$ cat config.mk
export PLATFORM = sky130hd
export DESIGN_NAME = luma_hist
export DESIGN_NICKNAME = d
export VERILOG_FILES = /design/src/rtl/luma_hist_pkg.sv /design/src/rtl/luma_hist_front.sv /design/src/rtl/luma_hist_bank.sv /design/src/rtl/luma_hist.sv
export SDC_FILE = /design/constraint.sdc
export NUM_CORES = 2
export LEC_CHECK = 0
export BUFFER_PORTS_ARGS = -buffer_cell sky130_fd_sc_hd__buf_2
export CAP_MARGIN = 30
export CORE_ASPECT_RATIO = 0.9
export CORE_MARGIN = 2
export CORE_UTILIZATION = 47
export CTS_BUF_LIST = sky130_fd_sc_hd__clkbuf_8
export DETAILED_ROUTE_END_ITERATION = 6
export GPL_ROUTABILITY_DRIVEN = 0
export GPL_TIMING_DRIVEN = 0
export PLACE_DENSITY = 0.62
export RECOVER_POWER = 25
export REMOVE_ABC_BUFFERS = 1
export SKIP_CTS_REPAIR_TIMING = 1
export SYNTH_ARGS = -nofsm -noshare
export SYNTH_HDL_FRONTEND = slang
export SYNTH_SLANG_ARGS = --single-unit
$ cat constraint.sdc
create_clock -name clk -period 25 [get_ports clk]
set_input_delay 5 -clock clk [delete_from_list [all_inputs] [get_ports clk]]
set_output_delay 5 -clock clk [all_outputs]
set_load 0.005 [all_outputs]
$ cat src/rtl/luma_hist_pkg.sv
package luma_hist_pkg;

  localparam logic [2:0] BW_AUTO = 3'd7;

  // shift amount (log2 of bin width) chosen from an aggressiveness level
  function automatic logic [1:0] auto_shift(input int unsigned lvl);
    logic [1:0] sh;
    if (lvl <= 2)       sh = 2'd3;
    else if (lvl == 3)  sh = 2'd2;
    else if (lvl == 4)  sh = 2'd1;
    else                sh = 2'd0;
    return sh;
  endfunction

endpackage

$ cat src/rtl/luma_hist_front.sv
module luma_hist_front
  import luma_hist_pkg::*;
#(
  parameter int CW     = 8,
  parameter int CFW    = 5,
  parameter int XW     = 12,
  parameter int AGW    = 3,
  parameter int NBINS  = 32,
  localparam int BIN_IW = $clog2(NBINS)
) (
  input  logic               clk,
  input  logic               rst_n,
  input  logic               pix_valid,
  input  logic [CW-1:0]      pix_r,
  input  logic [CW-1:0]      pix_g,
  input  logic [CW-1:0]      pix_b,
  input  logic [XW-1:0]      pix_x,
  input  logic [XW-1:0]      pix_y,
  input  logic               vsync_pulse,
  input  logic               alt_vpulse,
  input  logic               alt_trig_en,
  input  logic [3*CFW-1:0]   luma_wts,
  input  logic [2:0]         bw_code,
  input  logic [AGW-1:0]     aggr_lvl,
  input  logic               win_en,
  input  logic [XW-1:0]      win_x0,
  input  logic [XW-1:0]      win_x1,
  input  logic [XW-1:0]      win_y0,
  input  logic [XW-1:0]      win_y1,
  output logic               hit_q,
  output logic [BIN_IW-1:0]  bin_q,
  output logic               bnd_q
);

  localparam int SUM_W = CW + CFW + 2;
  localparam logic [SUM_W-1:0] LUMA_MAX = SUM_W'((1 << CW) - 1);
  localparam logic [CW-1:0]    BIN_MAX  = CW'(NBINS - 1);

  function automatic logic [CW-1:0] weigh(
    input logic [CW-1:0] r, input logic [CW-1:0] g, input logic [CW-1:0] b,
    input logic [3*CFW-1:0] w);
    logic [SUM_W-1:0] acc;
    logic [SUM_W-1:0] scaled;
    acc = SUM_W'(r) * SUM_W'(w[3*CFW-1:2*CFW])
        + SUM_W'(g) * SUM_W'(w[2*CFW-1:CFW])
        + SUM_W'(b) * SUM_W'(w[CFW-1:0]);
    scaled = acc >> 4;
    return (scaled > LUMA_MAX) ? {CW{1'b1}} : scaled[CW-1:0];
  endfunction

  function automatic logic [BIN_IW-1:0] pick_bin(input logic [CW-1:0] l,
                                                 input logic [1:0] sh);
    logic [CW-1:0] q;
    q = l >> sh;
    return (q > BIN_MAX) ? BIN_MAX[BIN_IW-1:0] : q[BIN_IW-1:0];
  endfunction

  logic [CW-1:0]     luma_c;
  logic [1:0]        shift_c;
  logic              inside_c;
  logic              count_c;
  logic              trig_c;
  logic [BIN_IW-1:0] bin_c;

  assign luma_c   = weigh(pix_r, pix_g, pix_b, luma_wts);
  assign shift_c  = (bw_code == BW_AUTO) ? auto_shift(int'(aggr_lvl)) : bw_code[1:0];
  assign bin_c    = pick_bin(luma_c, shift_c);
  assign inside_c = (pix_x >= win_x0) && (pix_x <= win_x1) &&
                    (pix_y >= win_y0) && (pix_y <= win_y1);
  assign count_c  = pix_valid && (!win_en || inside_c);
  assign trig_c   = alt_trig_en ? alt_vpulse : vsync_pulse;

  always_ff @(posedge clk) begin
    if (!rst_n) begin
      hit_q <= 1'b0;
      bin_q <= '0;
      bnd_q <= 1'b0;
    end else begin
      hit_q <= count_c;
      bin_q <= bin_c;
      bnd_q <= trig_c;
    end
  end

endmodule

$ cat src/rtl/luma_hist_bank.sv
module luma_hist_bank #(
  parameter int NBINS  = 32,
  parameter int CNT_W  = 16,
  localparam int BIN_IW = $clog2(NBINS)
) (
  input  logic              clk,
  input  logic              rst_n,
  input  logic              hit,
  input  logic [BIN_IW-1:0] bin,
  input  logic              bnd,
  input  logic [BIN_IW-1:0] rd_bin,
  output logic [CNT_W-1:0]  rd_count,
  output logic              frame_done
);

  localparam logic [CNT_W-1:0] CNT_MAX = {CNT_W{1'b1}};

  // 0: set A accumulates, set B frozen; 1: the reverse
  logic                   acc_sel;
  logic [NBINS*CNT_W-1:0] flat_a;
  logic [NBINS*CNT_W-1:0] flat_b;

  always_ff @(posedge clk) begin
    if (!rst_n) begin
      acc_sel    <= 1'b0;
      frame_done <= 1'b0;
    end else begin
      frame_done <= bnd;
      if (bnd) acc_sel <= ~acc_sel;
    end
  end

  for (genvar i = 0; i < NBINS; i++) begin : g_bin
    logic             inc;
    logic [CNT_W-1:0] cnt_a;
    logic [CNT_W-1:0] cnt_b;

    assign inc = hit && (bin == BIN_IW'(i));

    always_ff @(posedge clk) begin
      if (!rst_n) begin
        cnt_a <= '0;
        cnt_b <= '0;
      end else if (bnd) begin
        // set that starts accumulating is cleared, seeded by a coincident pixel
        if (acc_sel) cnt_a <= CNT_W'(inc);
        else         cnt_b <= CNT_W'(inc);
      end else if (inc) begin
        if (!acc_sel && cnt_a != CNT_MAX) cnt_a <= cnt_a + 1'b1;
        if ( acc_sel && cnt_b != CNT_MAX) cnt_b <= cnt_b + 1'b1;
      end
    end

    assign flat_a[i*CNT_W +: CNT_W] = cnt_a;
    assign flat_b[i*CNT_W +: CNT_W] = cnt_b;
  end

  assign rd_count = acc_sel ? flat_a[rd_bin*CNT_W +: CNT_W]
                            : flat_b[rd_bin*CNT_W +: CNT_W];

endmodule

$ cat src/rtl/luma_hist.sv
module luma_hist #(
  parameter int CW     = 8,
  parameter int CFW    = 5,
  parameter int XW     = 12,
  parameter int AGW    = 3,
  parameter int NBINS  = 32,
  parameter int CNT_W  = 16,
  localparam int BIN_IW = $clog2(NBINS)
) (
  input  logic              clk,
  input  logic              rst_n,
  input  logic              pix_valid,
  input  logic [CW-1:0]     pix_r,
  input  logic [CW-1:0]     pix_g,
  input  logic [CW-1:0]     pix_b,
  input  logic [XW-1:0]     pix_x,
  input  logic [XW-1:0]     pix_y,
  input  logic              vsync_pulse,
  input  logic              alt_vpulse,
  input  logic              alt_trig_en,
  input  logic [3*CFW-1:0]  luma_wts,
  input  logic [2:0]        bw_code,
  input  logic [AGW-1:0]    aggr_lvl,
  input  logic              win_en,
  input  logic [XW-1:0]     win_x0,
  input  logic [XW-1:0]     win_x1,
  input  logic [XW-1:0]     win_y0,
  input  logic [XW-1:0]     win_y1,
  input  logic [BIN_IW-1:0] rd_bin,
  output logic [CNT_W-1:0]  rd_count,
  output logic              frame_done
);

  // named internal events for the checker
  logic              hit_s1;
  logic [BIN_IW-1:0] bin_s1;
  logic              bnd_s1;

  luma_hist_front #(
    .CW(CW), .CFW(CFW), .XW(XW), .AGW(AGW), .NBINS(NBINS)
  ) u_front (
    .clk(clk), .rst_n(rst_n), .pix_valid(pix_valid),
    .pix_r(pix_r), .pix_g(pix_g), .pix_b(pix_b),
    .pix_x(pix_x), .pix_y(pix_y),
    .vsync_pulse(vsync_pulse), .alt_vpulse(alt_vpulse), .alt_trig_en(alt_trig_en),
    .luma_wts(luma_wts), .bw_code(bw_code), .aggr_lvl(aggr_lvl),
    .win_en(win_en), .win_x0(win_x0), .win_x1(win_x1),
    .win_y0(win_y0), .win_y1(win_y1),
    .hit_q(hit_s1), .bin_q(bin_s1), .bnd_q(bnd_s1)
  );

  luma_hist_bank #(
    .NBINS(NBINS), .CNT_W(CNT_W)
  ) u_bank (
    .clk(clk), .rst_n(rst_n), .hit(hit_s1), .bin(bin_s1), .bnd(bnd_s1),
    .rd_bin(rd_bin), .rd_count(rd_count), .frame_done(frame_done)
  );

endmodule

== Yosys cells after proc, flatten, opt, wreduce, memory -nomap -nowiden ==
Cells that the tools add are included.

* Bits in registers: 1033
* Input port bits: 129
* Word-level logic and storage cells: 777

* Add/sub/neg operators: 66
* Multipliers: 3
* Order comparisons: 7
* Eq/ne operators: 100
* Shift-type cells: 3
* Mux-type cells: 264
* Bitwise operators: 1
* Reductions and logical operators: 264

{| class="wikitable"
|+ Operators by type and width
! kind !! count
|-
| $mux 16 || 257
|-
| $add 16x1->16 const B || 64
|-
| $ne 16x16->1 const B || 64
|-
| $shiftx 512x10->16 || 2
|-
| $reduce_and 3->1 || 64
|-
| $reduce_bool 2->1 || 96
|-
| $logic_and 1x1->1 || 100
|-
| $eq 5x5->1 const B || 16
|-
| $eq 5x4->1 const B || 8
|-
| $mul 8x5->13 || 3
|-
| $ge 12x12->1 || 2
|-
| $le 12x12->1 || 2
|-
| $eq 5x3->1 const B || 4
|-
| $add 15x13->15 || 1
|-
| $add 13x13->14 || 1
|-
| $gt 11x8->1 const B || 1
|-
| $eq 5x2->1 const B || 2
|-
| $gt 8x5->1 const B || 1
|-
| $mux 8 || 1
|-
| $shr 8x2->8 || 1
|-
| $eq 3x3->1 const B || 2
|-
| $mux 2 || 3
|-
| $eq 5x1->1 const B || 1
|-
| $logic_not 5->1 || 1
|-
| 9 further kinds || 11
|}

== Longest topological paths before layout ==
* Depth in word-level cells: 8
* Depth in mapped cells: 30
* Mapped depth without buffers: 30

== By module ==
From an unflattened synthesis, not the netlist that was laid out.

* Cell total of the unflattened synthesis: 7941
* Area, all modules: 65878.2 um^2

{| class="wikitable"
|+ Modules (own cells, without submodules)
! module !! instances !! cells each !! area an instance (um^2) !! seq. area each (um^2)
|-
| luma_hist_bank || 1 || 7297 || 60401.7 || 20539.7
|-
| luma_hist_front || 1 || 644 || 5476.5 || 140.1
|}

== Worst setup path before layout ==
OpenSTA, ideal clock, no wires.

* Path type: input to output
* Start point: input rd_bin[0]
* End point: output rd_count[15]
* Data arrival time: 7.211 ns
* Data required time: 20.000 ns
* Slack: 12.789 ns
* Stages: 7
* Cell sequence: clkbuf_1 clkbuf_1 buf_2 buf_1 mux4_2 mux4_2 mux4_2

* Longest elaborated chain between the ends: 2
* Elaborated cells on any way between the ends: 3
* Those cells by class: shift (2); mux (1)

{| class="wikitable"
|+ RTL lines
! element !! RTL line !! text
|-
| start: declaration || luma_hist.sv:29 || <nowiki>input logic [BIN_IW-1:0] rd_bin,</nowiki>
|-
| $shiftx 512x10->16 (on tied branches) || luma_hist_bank.sv:59, luma_hist_bank.sv:58 ||
|-
| $mux 16 * || luma_hist_bank.sv:58 || <nowiki>assign rd_count = acc_sel ? flat_a[rd_bin*CNT_W +: CNT_W]</nowiki>
|-
| end: declaration || luma_hist.sv:30 || <nowiki>output logic [CNT_W-1:0] rd_count,</nowiki>
|}

Mark *: on every way between the ends. The rest lies on a longest branch, timed or not.

==> flow_metrics.tcl <==
set metrics [dict create \
    status "finished with violations" \
    violations "capacitance limit, slew limit" \
    p_leak_uw 0.02365 \
    cp_top_family "buffers and inverters" \
    cts-buffers-inserted 177 \
    grt.overflow.total 0 \
    synth_top_family_by_area "simple AND/OR/NAND/NOR gates" \
    synth_edf_count 0 \
    yosys_most_used_dff "dfxtp_1" \
    clkPwrFrac_pct 32.9 \
    num_rows 125 \
    seq_area_frac_synth_pct 33.90 \
    drive_gt1_share_pct 12.66 \
    p_comb_share_pct 32.9 \
    syn2layout_area_growth_pct 11.00 \
    drv_cap 6 \
    final_antenna_net_count 0 \
    holdCritPathClass "reg2reg" \
    critPathCaptureType "register" \
    cts_root_buf "clkbuf_8" \
    min_period_over_period_pct 54.46 \
    multi_input_comb_area_um2 38180 \
    slowest_delay_ns 4.06 \
    fin_crit_ns 13.61 \
    ys_warn_count 0 \
    synth_fa_ha_area_share_pct 6.181 \
    rsz0062_at_grt "no" \
    die_h_um 345.8 \
    grt_pass1_vias 48959 \
    synthesis.area_um2 61010 \
    yosys.area_share.simple_pct 24.28 \
    wl_um 182200 \
    worstSetupPathType "in2reg" \
    start_util_pct 47.34 \
    slew_viol_final 346 \
    layout_commonest_cell "nor2_1" \
    synthMuxAreaShare_pct 12.80 \
    p_switching_uw 1691 \
    route.detailed.drc 0 \
    final_nets 7321 \
    grt_pass1_wl_um 283300 \
    cp_max_fo 81 \
    final_cell_mix "nor2_1 (1038), dfxtp_1 (1031), nand2_1 (534)" \
    clock.fmax_mhz 73.46 \
    drt-wirelength-per-cell_um 20.69 \
    worstPathCellList "clkbuf_1 -> clkbuf_1 -> clkinvlp_2 -> buf_16 -> or4_1 -> nand2_1" \
    arrival_ns 14.46 \
    finalSetupViolCount 0 \
    io_pins 146 \
    crit_buf_inv 4 \
    cts_buffer_depth 3 \
    crit_required_ns 25.84 \
    cts_tree "built" \
    synth-async-reset-ratio_pct 0 \
    dp_hpwl_um 133100 \
    fillCellCount 11835 \
    cpMostUsedCell "clkbuf_1" \
    skew_ns 0.04967 \
    fin_util_pct 52.55 \
    cts_sinks 1033 \
    crit_slowest_cell "clkinvlp_2" \
    chipWidth_um 383.8 \
    cts.htree.levels 4 \
    core_area_um2 128900 \
    max_slew_margin_pct -155.8 \
    synth_compound_area_share_pct 9.598 \
    cp-start-kind "primary input" \
    die_area_um2 132700 \
    layout.cells.non_filler 8805 \
    p_per_area_nw_per_um2 72.45 \
    synth_xor_xnor_area_share_pct 9.647 \
    synthDistinctLibCells 88 \
    io_buffers 145 \
    grt_max_degree 82 \
    worstSkewPairLatency_ns 0.92 \
    worst-r2r-setup-slack_ns 18.23 \
    postSynthAreaPerCell_um2 8.899 \
    synth_seq_cells 1033 \
    seqCellArea_um2 20690 \
    vias 52688 \
    p_seq_share_pct 34.2 \
    peakVddDrop_v 0.0001878 \
    first_pass_iters 5 \
    viasPerCell 5.984 \
    antenna_found_initial 16 \
    hold_viol 0 \
    cellInternalPower_uw 3216 \
    synthCells 6856 \
    switching_share_pct 34.46 \
    dp.cells 8477 \
    gr-usage-all-layers_pct 27.03 \
    drt-initial-drc-count 5030 \
    worst_slew_pin_slew_ns 3.837 \
    cts.clk_slew.worst_paths_ns 0.06 \
]
-- final cells by class --
type,count,share of cell area [%]
Timing Repair Buffer,197,2.788
Clock inverter,78,0.5691
Clock buffer,245,4.979
Sequential cell,1033,30.55
Antenna cell,5,0.01848
Inverter,279,1.556
Multi-Input combinational cell,5254,56.38
Tap cell,1714,3.167
-- path summary, 6_finish.rpt --
check	from	to	cells after the start
worst max-delay path	rst_n	u_bank.g_bin[9].cnt_a[2]	6
worst min register to register	u_bank.g_bin[13].cnt_b[1]	u_bank.g_bin[13].cnt_b[1]	2
worst max register to register	u_bank.acc_sel	u_bank.g_bin[4].cnt_b[6]	7
worst min-delay path	u_bank.g_bin[13].cnt_b[1]	u_bank.g_bin[13].cnt_b[1]	2
-- synth_stat cells (83+ instances only) --
master	count	share of area (%)
and2_1	102	1.0
clkbuf_1	202	1.2
dfxtp_1	1033	34
ha_1	167	3.4
fa_1	83	2.7
o21ai_0	300	2.5
a21oi_1	405	3.3
nand3_1	310	2.5
or3_1	180	1.8
and3_1	111	1.1
inv_1	277	1.7
mux4_2	336	12
xor2_1	438	6.3
nand4_1	256	2.6
nand2_1	537	3.3
and4_1	110	1.6
nor3_1	106	0.87
nor2_1	1042	6.4
xnor2_1	234	3.4
-- cell families (layout without fill, tap and decap cells) --
| logic type | count (synthesis) | count (layout) |
|---|---|---|
| mux | 360 | 360 |
| other cells | 0 | 5 |
| buf+inv | 569 | 799 |
| fa+ha+maj | 252 | 252 |
| compound gates | 975 | 975 |
| simple gates | 2995 | 2995 |
| xor+xnor | 672 | 672 |
| flops | 1033 | 1033 |
-- worst register-to-register path: cells and delay by family (launching register included) --
kind / cells / cell delay, ns
buffers and inverters: 4 / 4.24
flip-flops: 1 / 0.54
AND/OR/NAND/NOR: 3 / 1.85
-- routing by layer --
metal | up-vias | share of wire, % | track usage, %
met5 | - | 0.050 | 0
met4 | 12 | 3.3 | 9.796
met3 | 344 | 8.6 | 5.385
met2 | 1973 | 43 | 40.06
met1 | 25600 | 45 | 38.84
li1 | 24759 | - | -
-- power by group through the flow --
stage	registers, uW	clock network, uW	logic [uW]
finish	1680	1610	1620
floorplan	1710	0	1180
CTS	1680	1640	1630
global route	1680	1720	1820
global placement	1740	0	1520
detailed placement	1710	0	1610
-- stage by stage --
step	cell area, um2	setup WS, ns	TNS [ns]	power (uW)	hold slack, ns
2_1_floorplan	59860	5.352	0	2894	0.4486
3_3_place_gp	62730	-8.859	-7384.51	3264	0.4684
3_5_place_dp	64050	11.40	0	3326	0.4805
4_1_cts	67800	11.40	0	4946	0.4890
5_1_grt	67710	11.08	0	5213	0.5223
6_report	67720	11.39	0	4906	0.4883
-- registers in the layout, indices dropped and copies added, names as in the netlist --
signal              flops
u_front.hit_q           1
u_bank.frame_done       1
u_bank.acc_sel          1
u_front.bin_q           5
u_front.bnd_q           1
u_bank.g_bin.cnt_a    512
u_bank.g_bin.cnt_b    512
Power figures use the tool's default switching activity.
